==> src/rtl/pbus_pkg.sv <==
package pbus_pkg;

    localparam int BYTE_W    = 8;
    localparam int CMD_BYTES = 6;
    localparam int CMD_IDX_W = $clog2(CMD_BYTES);

    typedef enum logic [2:0] {
        PH_FREE,
        PH_CMD,
        PH_DIN,
        PH_DOUT,
        PH_STAT,
        PH_MSGI
    } phase_e;

    typedef enum logic [1:0] {
        HS_IDLE,
        HS_WAIT_ACK,
        HS_WAIT_REL
    } hs_e;

    typedef struct packed {
        logic ctl;
        logic dir;
        logic msg;
    } lines_t;

    typedef struct packed {
        logic [BYTE_W-1:0]   opcode;
        logic [BYTE_W-1:0]   unit;
        logic [2*BYTE_W-1:0] blk;
        logic [BYTE_W-1:0]   len;
        logic [BYTE_W-1:0]   ctrl;
    } cdb_t;

    function automatic lines_t phase_lines(phase_e p);
        lines_t l;
        case (p)
            PH_CMD:  l = '{ctl: 1'b1, dir: 1'b0, msg: 1'b0};
            PH_DIN:  l = '{ctl: 1'b0, dir: 1'b1, msg: 1'b0};
            PH_STAT: l = '{ctl: 1'b1, dir: 1'b1, msg: 1'b0};
            PH_MSGI: l = '{ctl: 1'b1, dir: 1'b1, msg: 1'b1};
            default: l = '{ctl: 1'b0, dir: 1'b0, msg: 1'b0};
        endcase
        return l;
    endfunction

    function automatic logic opcode_reads(logic [BYTE_W-1:0] op);
        return op[0];
    endfunction

endpackage

==> src/rtl/pbus_sel_detect.sv <==
module pbus_sel_detect #(
    parameter int ID_W   = 8,
    parameter int OWN_ID = 3
) (
    input  logic            sel_i,
    input  logic            bus_busy_i,
    input  logic            bus_dir_i,
    input  logic [ID_W-1:0] id_i,
    output logic            hit_o
);
    localparam logic [ID_W-1:0] OWN_MASK = ID_W'(1) << OWN_ID;

    always_comb begin
        hit_o = sel_i && ((id_i & OWN_MASK) != '0) && !bus_busy_i && !bus_dir_i;
    end
endmodule

==> src/rtl/pbus_handshake.sv <==
module pbus_handshake
    import pbus_pkg::*;
(
    input  logic              clk,
    input  logic              rst,
    input  logic              en_i,
    input  logic [BYTE_W-1:0] tx_i,
    input  logic              ack_i,
    input  logic [BYTE_W-1:0] rx_i,
    output logic              req_o,
    output logic [BYTE_W-1:0] tx_o,
    output logic [BYTE_W-1:0] rx_o,
    output logic              done_o
);
    hs_e hs_q;

    always_ff @(posedge clk) begin
        if (rst) begin
            hs_q <= HS_IDLE;
            tx_o <= '0;
            rx_o <= '0;
        end else begin
            case (hs_q)
                HS_IDLE: if (en_i) begin
                    tx_o <= tx_i;
                    hs_q <= HS_WAIT_ACK;
                end
                HS_WAIT_ACK: if (ack_i) begin
                    rx_o <= rx_i;
                    hs_q <= HS_WAIT_REL;
                end
                HS_WAIT_REL: if (!ack_i) hs_q <= HS_IDLE;
                default: hs_q <= HS_IDLE;
            endcase
        end
    end

    assign req_o  = (hs_q == HS_WAIT_ACK);
    assign done_o = (hs_q == HS_WAIT_REL) && !ack_i;
endmodule

==> src/rtl/pbus_phase_ctl.sv <==
module pbus_phase_ctl
    import pbus_pkg::*;
#(
    parameter logic [7:0] MSG_DONE = 8'h00
) (
    input  logic              clk,
    input  logic              rst,
    input  logic              hit_i,
    input  logic              done_i,
    input  logic [BYTE_W-1:0] rx_i,
    input  logic [BYTE_W-1:0] rd_data_i,
    input  logic [BYTE_W-1:0] status_i,
    output phase_e            phase_o,
    output logic              en_o,
    output logic [BYTE_W-1:0] tx_o,
    output cdb_t              cdb_o,
    output logic              cmd_valid_o,
    output logic [BYTE_W-1:0] wr_data_o,
    output logic              wr_valid_o,
    output logic              rd_pop_o
);
    phase_e            phase_q;
    logic [BYTE_W-1:0] cnt_q;
    logic [BYTE_W-1:0] bytes_q [CMD_BYTES];
    logic              last_data;

    assign phase_o   = phase_q;
    assign en_o      = (phase_q != PH_FREE);
    assign last_data = (cnt_q == bytes_q[4] - BYTE_W'(1));

    always_comb begin
        case (phase_q)
            PH_DIN:  tx_o = rd_data_i;
            PH_STAT: tx_o = status_i;
            PH_MSGI: tx_o = MSG_DONE;
            default: tx_o = '0;
        endcase
    end

    assign cdb_o = '{opcode: bytes_q[0], unit: bytes_q[1],
                     blk: {bytes_q[2], bytes_q[3]},
                     len: bytes_q[4], ctrl: bytes_q[5]};

    always_ff @(posedge clk) begin
        if (rst) begin
            phase_q     <= PH_FREE;
            cnt_q       <= '0;
            cmd_valid_o <= 1'b0;
            wr_valid_o  <= 1'b0;
            wr_data_o   <= '0;
            rd_pop_o    <= 1'b0;
            for (int i = 0; i < CMD_BYTES; i++) bytes_q[i] <= '0;
        end else begin
            cmd_valid_o <= 1'b0;
            wr_valid_o  <= 1'b0;
            rd_pop_o    <= 1'b0;
            case (phase_q)
                PH_FREE: if (hit_i) begin
                    phase_q <= PH_CMD;
                    cnt_q   <= '0;
                end
                PH_CMD: if (done_i) begin
                    bytes_q[cnt_q[CMD_IDX_W-1:0]] <= rx_i;
                    if (cnt_q == BYTE_W'(CMD_BYTES - 1)) begin
                        cnt_q       <= '0;
                        cmd_valid_o <= 1'b1;
                        if (bytes_q[4] == '0)             phase_q <= PH_STAT;
                        else if (opcode_reads(bytes_q[0])) phase_q <= PH_DIN;
                        else                               phase_q <= PH_DOUT;
                    end else begin
                        cnt_q <= cnt_q + BYTE_W'(1);
                    end
                end
                PH_DIN, PH_DOUT: if (done_i) begin
                    if (phase_q == PH_DIN) begin
                        rd_pop_o <= 1'b1;
                    end else begin
                        wr_valid_o <= 1'b1;
                        wr_data_o  <= rx_i;
                    end
                    if (last_data) begin
                        cnt_q   <= '0;
                        phase_q <= PH_STAT;
                    end else begin
                        cnt_q <= cnt_q + BYTE_W'(1);
                    end
                end
                PH_STAT: if (done_i) phase_q <= PH_MSGI;
                PH_MSGI: if (done_i) phase_q <= PH_FREE;
                default: phase_q <= PH_FREE;
            endcase
        end
    end
endmodule

==> src/rtl/pbus_target_seq.sv <==
module pbus_target_seq
    import pbus_pkg::*;
#(
    parameter int         ID_W     = 8,
    parameter int         OWN_ID   = 3,
    parameter logic [7:0] MSG_DONE = 8'h00
) (
    input  logic            clk,
    input  logic            rst,
    input  logic            sel_i,
    input  logic            bus_busy_i,
    input  logic            bus_dir_i,
    input  logic [ID_W-1:0] id_i,
    input  logic            ack_i,
    input  logic [7:0]      data_i,
    input  logic [7:0]      status_i,
    input  logic [7:0]      rd_data_i,
    output logic            busy_o,
    output logic            req_o,
    output logic            ctl_o,
    output logic            dir_o,
    output logic            msg_o,
    output logic [7:0]      data_o,
    output logic            rd_pop_o,
    output logic [7:0]      wr_data_o,
    output logic            wr_valid_o,
    output logic            cmd_valid_o,
    output logic [7:0]      cmd_opcode_o,
    output logic [7:0]      cmd_unit_o,
    output logic [15:0]     cmd_blk_o,
    output logic [7:0]      cmd_len_o,
    output logic [7:0]      cmd_ctrl_o
);
    logic        hit;
    logic        en;
    logic        done;
    logic [7:0]  tx_byte;
    logic [7:0]  rx_byte;
    phase_e      phase;
    cdb_t        cdb;
    lines_t      lines;

    pbus_sel_detect #(.ID_W(ID_W), .OWN_ID(OWN_ID)) u_sel (
        .sel_i      (sel_i),
        .bus_busy_i (bus_busy_i),
        .bus_dir_i  (bus_dir_i),
        .id_i       (id_i),
        .hit_o      (hit)
    );

    pbus_phase_ctl #(.MSG_DONE(MSG_DONE)) u_ctl (
        .clk         (clk),
        .rst         (rst),
        .hit_i       (hit),
        .done_i      (done),
        .rx_i        (rx_byte),
        .rd_data_i   (rd_data_i),
        .status_i    (status_i),
        .phase_o     (phase),
        .en_o        (en),
        .tx_o        (tx_byte),
        .cdb_o       (cdb),
        .cmd_valid_o (cmd_valid_o),
        .wr_data_o   (wr_data_o),
        .wr_valid_o  (wr_valid_o),
        .rd_pop_o    (rd_pop_o)
    );

    pbus_handshake u_hs (
        .clk    (clk),
        .rst    (rst),
        .en_i   (en),
        .tx_i   (tx_byte),
        .ack_i  (ack_i),
        .rx_i   (data_i),
        .req_o  (req_o),
        .tx_o   (data_o),
        .rx_o   (rx_byte),
        .done_o (done)
    );

    assign lines        = phase_lines(phase);
    assign busy_o       = (phase != PH_FREE);
    assign ctl_o        = lines.ctl;
    assign dir_o        = lines.dir;
    assign msg_o        = lines.msg;
    assign cmd_opcode_o = cdb.opcode;
    assign cmd_unit_o   = cdb.unit;
    assign cmd_blk_o    = cdb.blk;
    assign cmd_len_o    = cdb.len;
    assign cmd_ctrl_o   = cdb.ctrl;
endmodule

==> config.mk <==
export PLATFORM = sky130hd
export DESIGN_NAME = pbus_target_seq
export DESIGN_NICKNAME = d
export VERILOG_FILES = /design/src/rtl/pbus_pkg.sv /design/src/rtl/pbus_sel_detect.sv /design/src/rtl/pbus_handshake.sv /design/src/rtl/pbus_phase_ctl.sv /design/src/rtl/pbus_target_seq.sv
export SDC_FILE = /design/constraint.sdc
export NUM_CORES = 1
export LEC_CHECK = 0
export BUFFER_PORTS_ARGS = -buffer_cell sky130_fd_sc_hd__buf_2
export CAP_MARGIN = 20
export CORE_MARGIN = 10
export CORE_UTILIZATION = 56
export CTS_CLUSTER_DIAMETER = 60
export DETAILED_ROUTE_END_ITERATION = 6
export PLACE_DENSITY = 0.9
export SETUP_SLACK_MARGIN = 0.3
export SYNTH_ARGS = -nofsm -noshare
export SYNTH_HDL_FRONTEND = slang
export SYNTH_SLANG_ARGS = --single-unit
==> constraint.sdc <==
create_clock -name clk -period 6 [get_ports clk]
set_input_delay 0.3 -clock clk [delete_from_list [all_inputs] [get_ports clk]]
set_output_delay 0.3 -clock clk [all_outputs]
set_load 0.03 [all_outputs]
-- Word-level counts from Yosys, hierarchy flattened
Memories as Yosys holds them, arrays and structs flattened.
Index checks and enable logic that the tools add are counted.
- bitwise gates (word level): 4
- mux-type cells: 34
- reductions and logical operators: 22
- add/subtract/negate cells: 2
- equality and inequality tests: 19
- operator list (kind ; number):
    8-bit two-way mux ; 6
    3-bit two-way mux ; 9
    8-bit case mux with 3 select lines ; 1
    2-bit inequality test, second input constant ; 8
    8-bit case mux with 2 select lines ; 1
    3-bit case mux with 5 select lines ; 1
    3-bit case mux with 4 select lines ; 1
    1-bit two-way mux ; 11
    8-bit by 1-bit adder with 8-bit output, second input constant ; 1
    8-bit by 3-bit == test with 1-bit output, second input constant ; 1
    8-bit == test ; 1
    8-bit logical NOT ; 1
    8-bit OR reduction ; 1
    8-bit by 1-bit subtractor with 8-bit output, second input constant ; 1
    7-bit AND reduction ; 1
    3-bit by 2-bit == test with 1-bit output, second input constant ; 2
    3-bit == test, second input constant ; 2
    2-bit two-way mux ; 3
    2-bit case mux with 3 select lines ; 1
    3-bit AND reduction ; 2
    3-bit nonzero test ; 2
    3-bit OR reduction ; 2
    1-bit logical AND ; 4
    2-bit by 1-bit inequality test with 1-bit output, second input constant ; 2
    10 further kinds ; 16
- output and inout bits: 72
- memory bits (writable): 48
- register bits: 40
- memories kept: 1
- memory list (name ; words ; width ; read ports ; clocked after Yosys merged registers in ; write ports ; RTL line ; source):
    u_ctl.bytes_q ; 6 ; 8 ; 6 ; 0 ; 6 ; pbus_phase_ctl.sv:24 ; logic [BYTE_W-1:0] bytes_q [CMD_BYTES];

-- Longest topological paths before layout
Gate-level depths: netlist (run 1).
- depth in word-level cells: 8
- mapped depth: 10
- mapped depth without buffers: 8

-- Cells and area by module
Synthesis (run 1) repeated with hierarchy kept, for this count alone.
- cells, all modules: 404
- area, all modules: 4098.9 µm²
- by module, submodules not included (module ; area each (µm²) ; times used ; cells an instance):
    pbus_phase_ctl ; 3235.6 ; 1 ; 318
    pbus_handshake ; 818.3 ; 1 ; 79
    pbus_target_seq ; 32.5 ; 1 ; 6
    pbus_sel_detect ; 12.5 ; 1 ; 1

-- Least setup slack after synthesis (run 1)
OpenSTA, ideal clock, no wires.
- path kind: register to register
- start point: memory u_ctl.bytes_q[4][0]
- end point: register u_ctl.cnt_q[4]
- required time: 5871 ps
- path buffers: 1
- cell stages (with the launch flop): 10
- arrival: 2329 ps
- setup slack: 3542 ps
- clock period less this slack: 2458 ps
- cells stage by stage: edfxtp_1 inv_1 ha_1 o21bai_1 a2111oi_1 a311oi_1 a211o_2 buf_4 o2111ai_1 a22oi_1
- RTL lines (item ; RTL line ; source):
    start: declaration ; pbus_phase_ctl.sv:24 ;
    end signal: assignment ; pbus_phase_ctl.sv:71 ; cnt_q <= cnt_q + BYTE_W'(1);
    end signal: assignment ; pbus_phase_ctl.sv:85 ; cnt_q <= cnt_q + BYTE_W'(1);
    end: declaration ; pbus_phase_ctl.sv:23 ; logic [BYTE_W-1:0] cnt_q;

==> metrics, run 1 <==
sequential-to-total area share from yosys stat around 56%; status completed; NetSw 353 uW; Final period util just under 50%; Slew HR about a quarter; CTS Sinks 88; IO Port Bufs ~100; global-route wire length before repair between 15,000 and 20,000 um; critical path capture point u_ctl.bytes_q[1][4]$_SDFFCE_PN0P_; Syn Nets approximately 440; worst setup margin roughly 3000 ps; reg-to-reg slack, setup approximately 3000 ps; H-Tree Level Count 3; Cell variety after synth 50; die area ~11,000 um2; placed cell areas roughly 4500 um2; WP buf/inv 0; CP delay by family, top simple AND/OR/NAND/NOR gates; Synth area leaders edfxtp_1, dfxtp_1, nor2_1, nand2_1, a21oi_1; Nets roughly 530; CP Launch Type flip-flop; Setup Fix Bufs, Post-CTS 0; Die W roughly 100 um; most frequent cells after synthesis nor2_1, edfxtp_1, dfxtp_1; Overall Global Routing Usage between 10% and 20%; RSZ-0062 raised after global routing no; Post-Syn Instances approximately 400; switching share of power 29.2%; Lkg Pwr 0.00202 uW; Fin Clk Skew approximately 8.6 ps; drt total wl between 10,000 and 15,000 um; pre-CTS WS 2740 ps; Final Hold Violating Endpoints 0; CP Cell Sequence or3b_2 > nand2b_1 > nand2b_1 > nor2_2 > nand2_1 > nand2_1; Setup TNS 0 ps; drt via density about 5.7; initial antenna violation count 0; crit-path max FO 21; count leader, synth nor2_1; number of synthesized register bits just under 90; Reg power frac 55.6%; total gr overflow 0; cell count along the critical path 6; pwr/cell area 257 nW/um2; CP max stage delay 760 ps; Util after Layout 69.0%; number of setup violations in the final report 0; minimum clock period around 2900 ps; filler cell count between 400 and 500; GPL Wtd Cong between 0.8 and 0.9; Reg-to-Reg Start u_ctl.phase_o[0]$_SDFFE_PP0P_; Longest Clk Path Bufs 2; routed len/inst between 15 and 20 um; slowest CP cell dfxtp_1; Mapped Area just under 4000 um2; # hold bufs at CTS 0; maxcap violations 0; Site Rows 30; Logic pwr share approximately 11%; metal3 WL between 1000 and 1500 um; clk_lat worst skew 370 ps; CTS tree yes; number of global-route vias before repair between 3k and 4k; Peak VDD IR around 0.2 mV; # IOs 110; dpl hpwl about 7400 um; Worst Setup SP u_ctl.phase_o[0]$_SDFFE_PP0P_; fin. max-slew vios 0; die height 104 um; Top Metal Used met4; proportion of layout cells with a drive suffix above 1 26.6%; Post-CTS Resized 0; Yosys top cell by area edfxtp_1; Post-synth ARST share 0%; Synth warnings 0; largest net degree at the start of global routing 36; min-delay worst type primary input to flip-flop; routed length on met1 between 3000 and 4000 um; met2 wire len about 4800 um; Synth top area share a little over a third; drt pass-1 iters 6; crit end category flip-flop; CTS Buf Count 9; Post-synth EDFFs between 40 and 50; core footprint ~6800 um2; Max Freq approximately 0.34 GHz; reg2reg end u_ctl.bytes_q[1][4]$_SDFFCE_PN0P_; Primary FF master, synth edfxtp_1; R2R depth 6; P&R area growth vs syn 18.5%; Req. time, crit path between 6000 and 7000 ps; Post-DRT Antenna Nets 0; DRT iter0 DRCs between 200 and 250; CP Class flip-flop to flip-flop; Clock Tree Root clkbuf_8; total number of vias 3,377; final instance area between 4000 and 5000 um2; Tightest Pin Transition about 1100 ps; Critical Path AT about 3000 ps; clock share of power 33.4%; clock slew at reported path FFs roughly 100 ps; internal power roughly 860 uW; antenna fix cells 0; Syn Area/Cell roughly 10 um2; initial core utilization between 50% and 60%; Residual DRC 0
[metrics by stage]
step           power [uW]  instances  hold WS [ps]
2_1_floorplan         777        399           447
5_1_grt              1260        592           166
6_report             1210        592           170
3_3_place_gp          813        574           462
3_5_place_dp          818        574           472
4_1_cts              1210        590           158
[area by class of cell]
type                            instances  area [um2]  share of cell area (%)
Tap cell                               96         120                    2.55
Timing Repair Buffer                  104         520                    11.0
Clock inverter                          7        72.6                    1.54
Sequential cell                        88        2240                    47.6
Clock buffer                            9         124                    2.63
Multi-Input combinational cell        268        1560                    33.1
Inverter                               20        75.1                    1.59
[cells by family after synthesis]
logic type,after synthesis,synth area share (%)
AND/OR/NAND/NOR,172,20.4
multiplexers,9,2.26
flip-flops,88,56.4
AO/OA/AOI/OAI,69,12.0
XOR/XNOR,14,3.27
adder cells (fa/ha/maj),4,1.26
buffers and inverters,43,4.47
[worst register-to-register path: cells and delay by family (launching register included)]
family	cells	cell delay, ps
simple gates	6	1860
flops	1	760
[cells in the final DEF, fill, tap and decap left out, types with 2 or more instances in the layout]
cell / n
nor3_1: 12
nand3_2: 3
o2111ai_1: 9
xor2_1: 9
edfxtp_1: 48
dfxtp_1: 40
nand4_1: 2
inv_6: 2
a21oi_1: 23
and2_1: 4
nand2b_1: 7
nor3b_1: 3
nand2_1: 32
o211ai_1: 2
a31oi_1: 2
clkbuf_8: 9
a22oi_1: 11
inv_8: 2
nand3_1: 17
ha_1: 4
and3_1: 6
o21ai_0: 8
nor2_1: 76
xnor2_1: 4
inv_1: 19
buf_2: 104
nor2b_1: 4
mux2i_1: 9
a211oi_1: 2
[flip-flops by register name, indices dropped and copies added (netlist names)]
signal and cells:
u_ctl.phase_o 3, u_hs.rx_o 8, u_ctl.wr_data_o 8, u_ctl.cmd_valid_o 1, u_ctl.bytes_q 48, u_ctl.rd_pop_o 1, u_hs.hs_q 2, u_hs.tx_o 8
u_ctl.wr_valid_o 1, u_ctl.cnt_q 8
[worst min-delay path by stage]
stage / startpoint / to / slack, ps / depth (start not counted)
CTS: data_i[2] / u_hs.rx_o[2]$_SDFFE_PP0P_ / 160 / 3
finish: data_i[2] / u_hs.rx_o[2]$_SDFFE_PP0P_ / 170 / 3
detailed placement: u_hs.rx_o[1]$_SDFFE_PP0P_ / u_hs.rx_o[1]$_SDFFE_PP0P_ / 470 / 2
global placement: u_hs.rx_o[1]$_SDFFE_PP0P_ / u_hs.rx_o[1]$_SDFFE_PP0P_ / 460 / 2
floorplan: data_i[0] / u_hs.rx_o[0]$_SDFFE_PP0P_ / 450 / 2
global route: data_i[2] / u_hs.rx_o[2]$_SDFFE_PP0P_ / 170 / 3
[layer usage]
layer,vias to the layer above,GRT usage (%)
met3,20,6.57
met2,172,28.7
li1,1591,-
met1,1594,20.9
met4,0,7.95
met5,-,0
[power by group through the flow]
| stage | Clock [uW] | Combinational [uW] | Sequential (uW) |
|---|---|---|---|
| 3_5_place_dp | 0 | 132 | 687 |
| 3_3_place_gp | 0 | 128 | 685 |
| 6_report | 405 | 132 | 673 |
| 5_1_grt | 434 | 145 | 676 |
| 4_1_cts | 409 | 132 | 673 |
| 2_1_floorplan | 0 | 72.4 | 705 |
(Power assumes the default switching activity.)
==> inputs of run 2 (changes only) <==
Settings changed: CORE_UTILIZATION 56 to 47, PLACE_DENSITY 0.9 to 0.81.
Clock period 6 ns to 2.55 ns, I/O delays scaled along.
==> metrics, run 2 (synthesis gave the netlist of run 1 again) <==
status completed; die height 112 um (+7.4%); IO Port Bufs 102 (unchanged); CP Cell Sequence inv_2 > ha_4 > o21bai_4 > a2111oi_4 > a311oi_2 > a211o_4 > a21bo_1 > o41ai_2; number of setup violations in the final report 0 (unchanged); Residual DRC 0 (unchanged); CTS Sinks 88 (unchanged); Peak VDD IR 0.401 mV (+100%); die area 12,500 um2 (+15%); clk_lat worst skew 360 ps (about the same); internal power 2040 uW (+140%); Setup TNS 0 ps (unchanged); WP buf/inv 1 (+1); register with the most flip-flops u_ctl.bytes_q; Lkg Pwr 0.00218 uW (+7.9%); CTS Buf Count 9 (unchanged); initial antenna violation count 0 (unchanged); Req. time, crit path 2820 ps (-3220 ps); Overall Global Routing Usage 16.2% (-1.7 points); commonest cells after routing, fill and taps aside buf_2, nor2_1, edfxtp_1, dfxtp_1, nand2_1; crit-path max FO 5 (-76%); Site Rows 33 (+10%); slowest CP cell edfxtp_1; total number of vias 3,452 (+2.2%); global-route wire length before repair 17,100 um (+6.0%); RSZ-0062 raised after global routing yes; Reg power frac 54.6% (-1.0 points); Die W 112 um (+7.4%); most common cell after layout, fill and taps aside buf_2; Tightest Pin Transition 935 ps (-158 ps); drt pass-1 iters 6 (unchanged); switching share of power 29.0% (-0.17 points); NetSw 836 uW (+140%); max reg flops 48 (unchanged); maxcap violations 0 (unchanged); CP max stage delay 390 ps (-370 ps); core footprint 8220 um2 (+20%); clock slew at reported path FFs 100 ps (about the same); number of global-route vias before repair 3,421 (+3.9%); filler cell count 649 (+31%); min-delay worst type primary input to flip-flop; final instance area 5090 um2 (+8.0%); Final Hold Violating Endpoints 0 (unchanged); placed cell areas 4610 um2 (+2.4%); Fin Clk Skew 6.99 ps (-1.61 ps); H-Tree Level Count 3 (unchanged); Slew HR 37.7% (+11 points); drt total wl 10,600 um (+6.1%); Critical Path AT 2470 ps (-520 ps); drt via density 5.51 (-3.5%); # hold bufs at CTS 0 (unchanged); pwr/cell area 566 nW/um2 (+120%); CP delay by family, top compound AO/OA/AOI/OAI gates; crit end category flip-flop; Clock Tree Root clkbuf_8; Post-DRT Antenna Nets 0 (unchanged); CTS tree yes; CP Launch Type flip-flop; minimum clock period 2210 ps (-744 ps); dpl hpwl 7430 um (+1.0%); GPL Wtd Cong 0.837 (-5.3%); Final period util 86.5% (+37 points); proportion of layout cells with a drive suffix above 1 34.1% (+7.5 points); antenna fix cells 0 (unchanged); largest net degree at the start of global routing 35 (-2.8%); total gr overflow 0 (unchanged); Nets 559 (+4.9%); DRT iter0 DRCs 236 (+2.6%); Max Freq 0.453 GHz (+34%); Longest Clk Path Bufs 2 (unchanged); # IOs 110 (unchanged); clock share of power 32.5% (-0.9 points); routed len/inst 16.9 um (+0.16%); Logic pwr share 12.8% (+1.9 points); fin. max-slew vios 0 (unchanged); CP Class flip-flop to flip-flop; initial core utilization 48.4% (-9.8 points); P&R area growth vs syn 28.0%
==> run 2: worst paths after layout <==
kind                                                        start  slack [ps]                            end  cells past startpoint
worst max-delay path            u_ctl.bytes_q[4][1]$_SDFFCE_PN0P_         340  u_ctl.phase_o[2]$_SDFFE_PP0P_                      8
worst min-delay path                                    data_i[1]           8      u_hs.rx_o[1]$_SDFFE_PP0P_                      3
worst max register to register  u_ctl.bytes_q[4][1]$_SDFFCE_PN0P_         340  u_ctl.phase_o[2]$_SDFFE_PP0P_                      8
worst min register to register          u_hs.rx_o[7]$_SDFFE_PP0P_         490      u_hs.rx_o[7]$_SDFFE_PP0P_                      2
==> run 2: layer usage <==
metal  track usage (%)  vias up  share of wire, %
met2              27.0      170                49
met3              6.07       26                10
li1                  -     1642                 -
met5                 0        -                 0
met1              19.0     1614                39
met4              5.16        0               2.0
==> run 2: area by class of cell <==
type / count / area (um2) / share of cell area [%]
sequential: 88 / 2240 / 44.0
multi-input combinational: 268 / 1710 / 33.6
timing repair buffer: 130 / 739 / 14.5
tap: 105 / 131 / 2.58
clock buffer: 9 / 124 / 2.43
inverter: 20 / 75.1 / 1.47
clock inverter: 7 / 70.1 / 1.38
==> run 2: power groups by stage <==
stage	Combinational (uW)	Sequential, uW	Clock (uW)
finish	369	1570	937
detailed placement	336	1610	0
global route	403	1580	1000
floorplan	172	1660	0
CTS	347	1570	951
global placement	326	1600	0
==> run 2: timing repair <==
| action | in CTS | in global routing |
|---|---|---|
| pin swaps | 2 | 8 |
| endpoints found under the setup margin | 49 | 43 |
| setup buffers | 9 | 7 |
| resized for setup | 6 | 27 |
==> run 2: per-stage QoR <==
stage / hold slack (ps) / worst slack (ps) / power (uW) / cells / utilization, %
floorplan: 275 / 245 / 1830 / 399 / -
global route: 1.46 / 203 / 2980 / 627 / 62.0
CTS: 0.825 / 261 / 2870 / 619 / 59.6
finish: 7.90 / 344 / 2880 / 627 / 62.0
detailed placement: 392 / 115 / 1940 / 594 / 56.1
global placement: 386 / 264 / 1930 / 594 / 56.1
==> run 2: tightest hold or removal path, cell delays in order <==
cell and delay, ps:
buf_2 100, nand3_1 60, a21oi_1 50
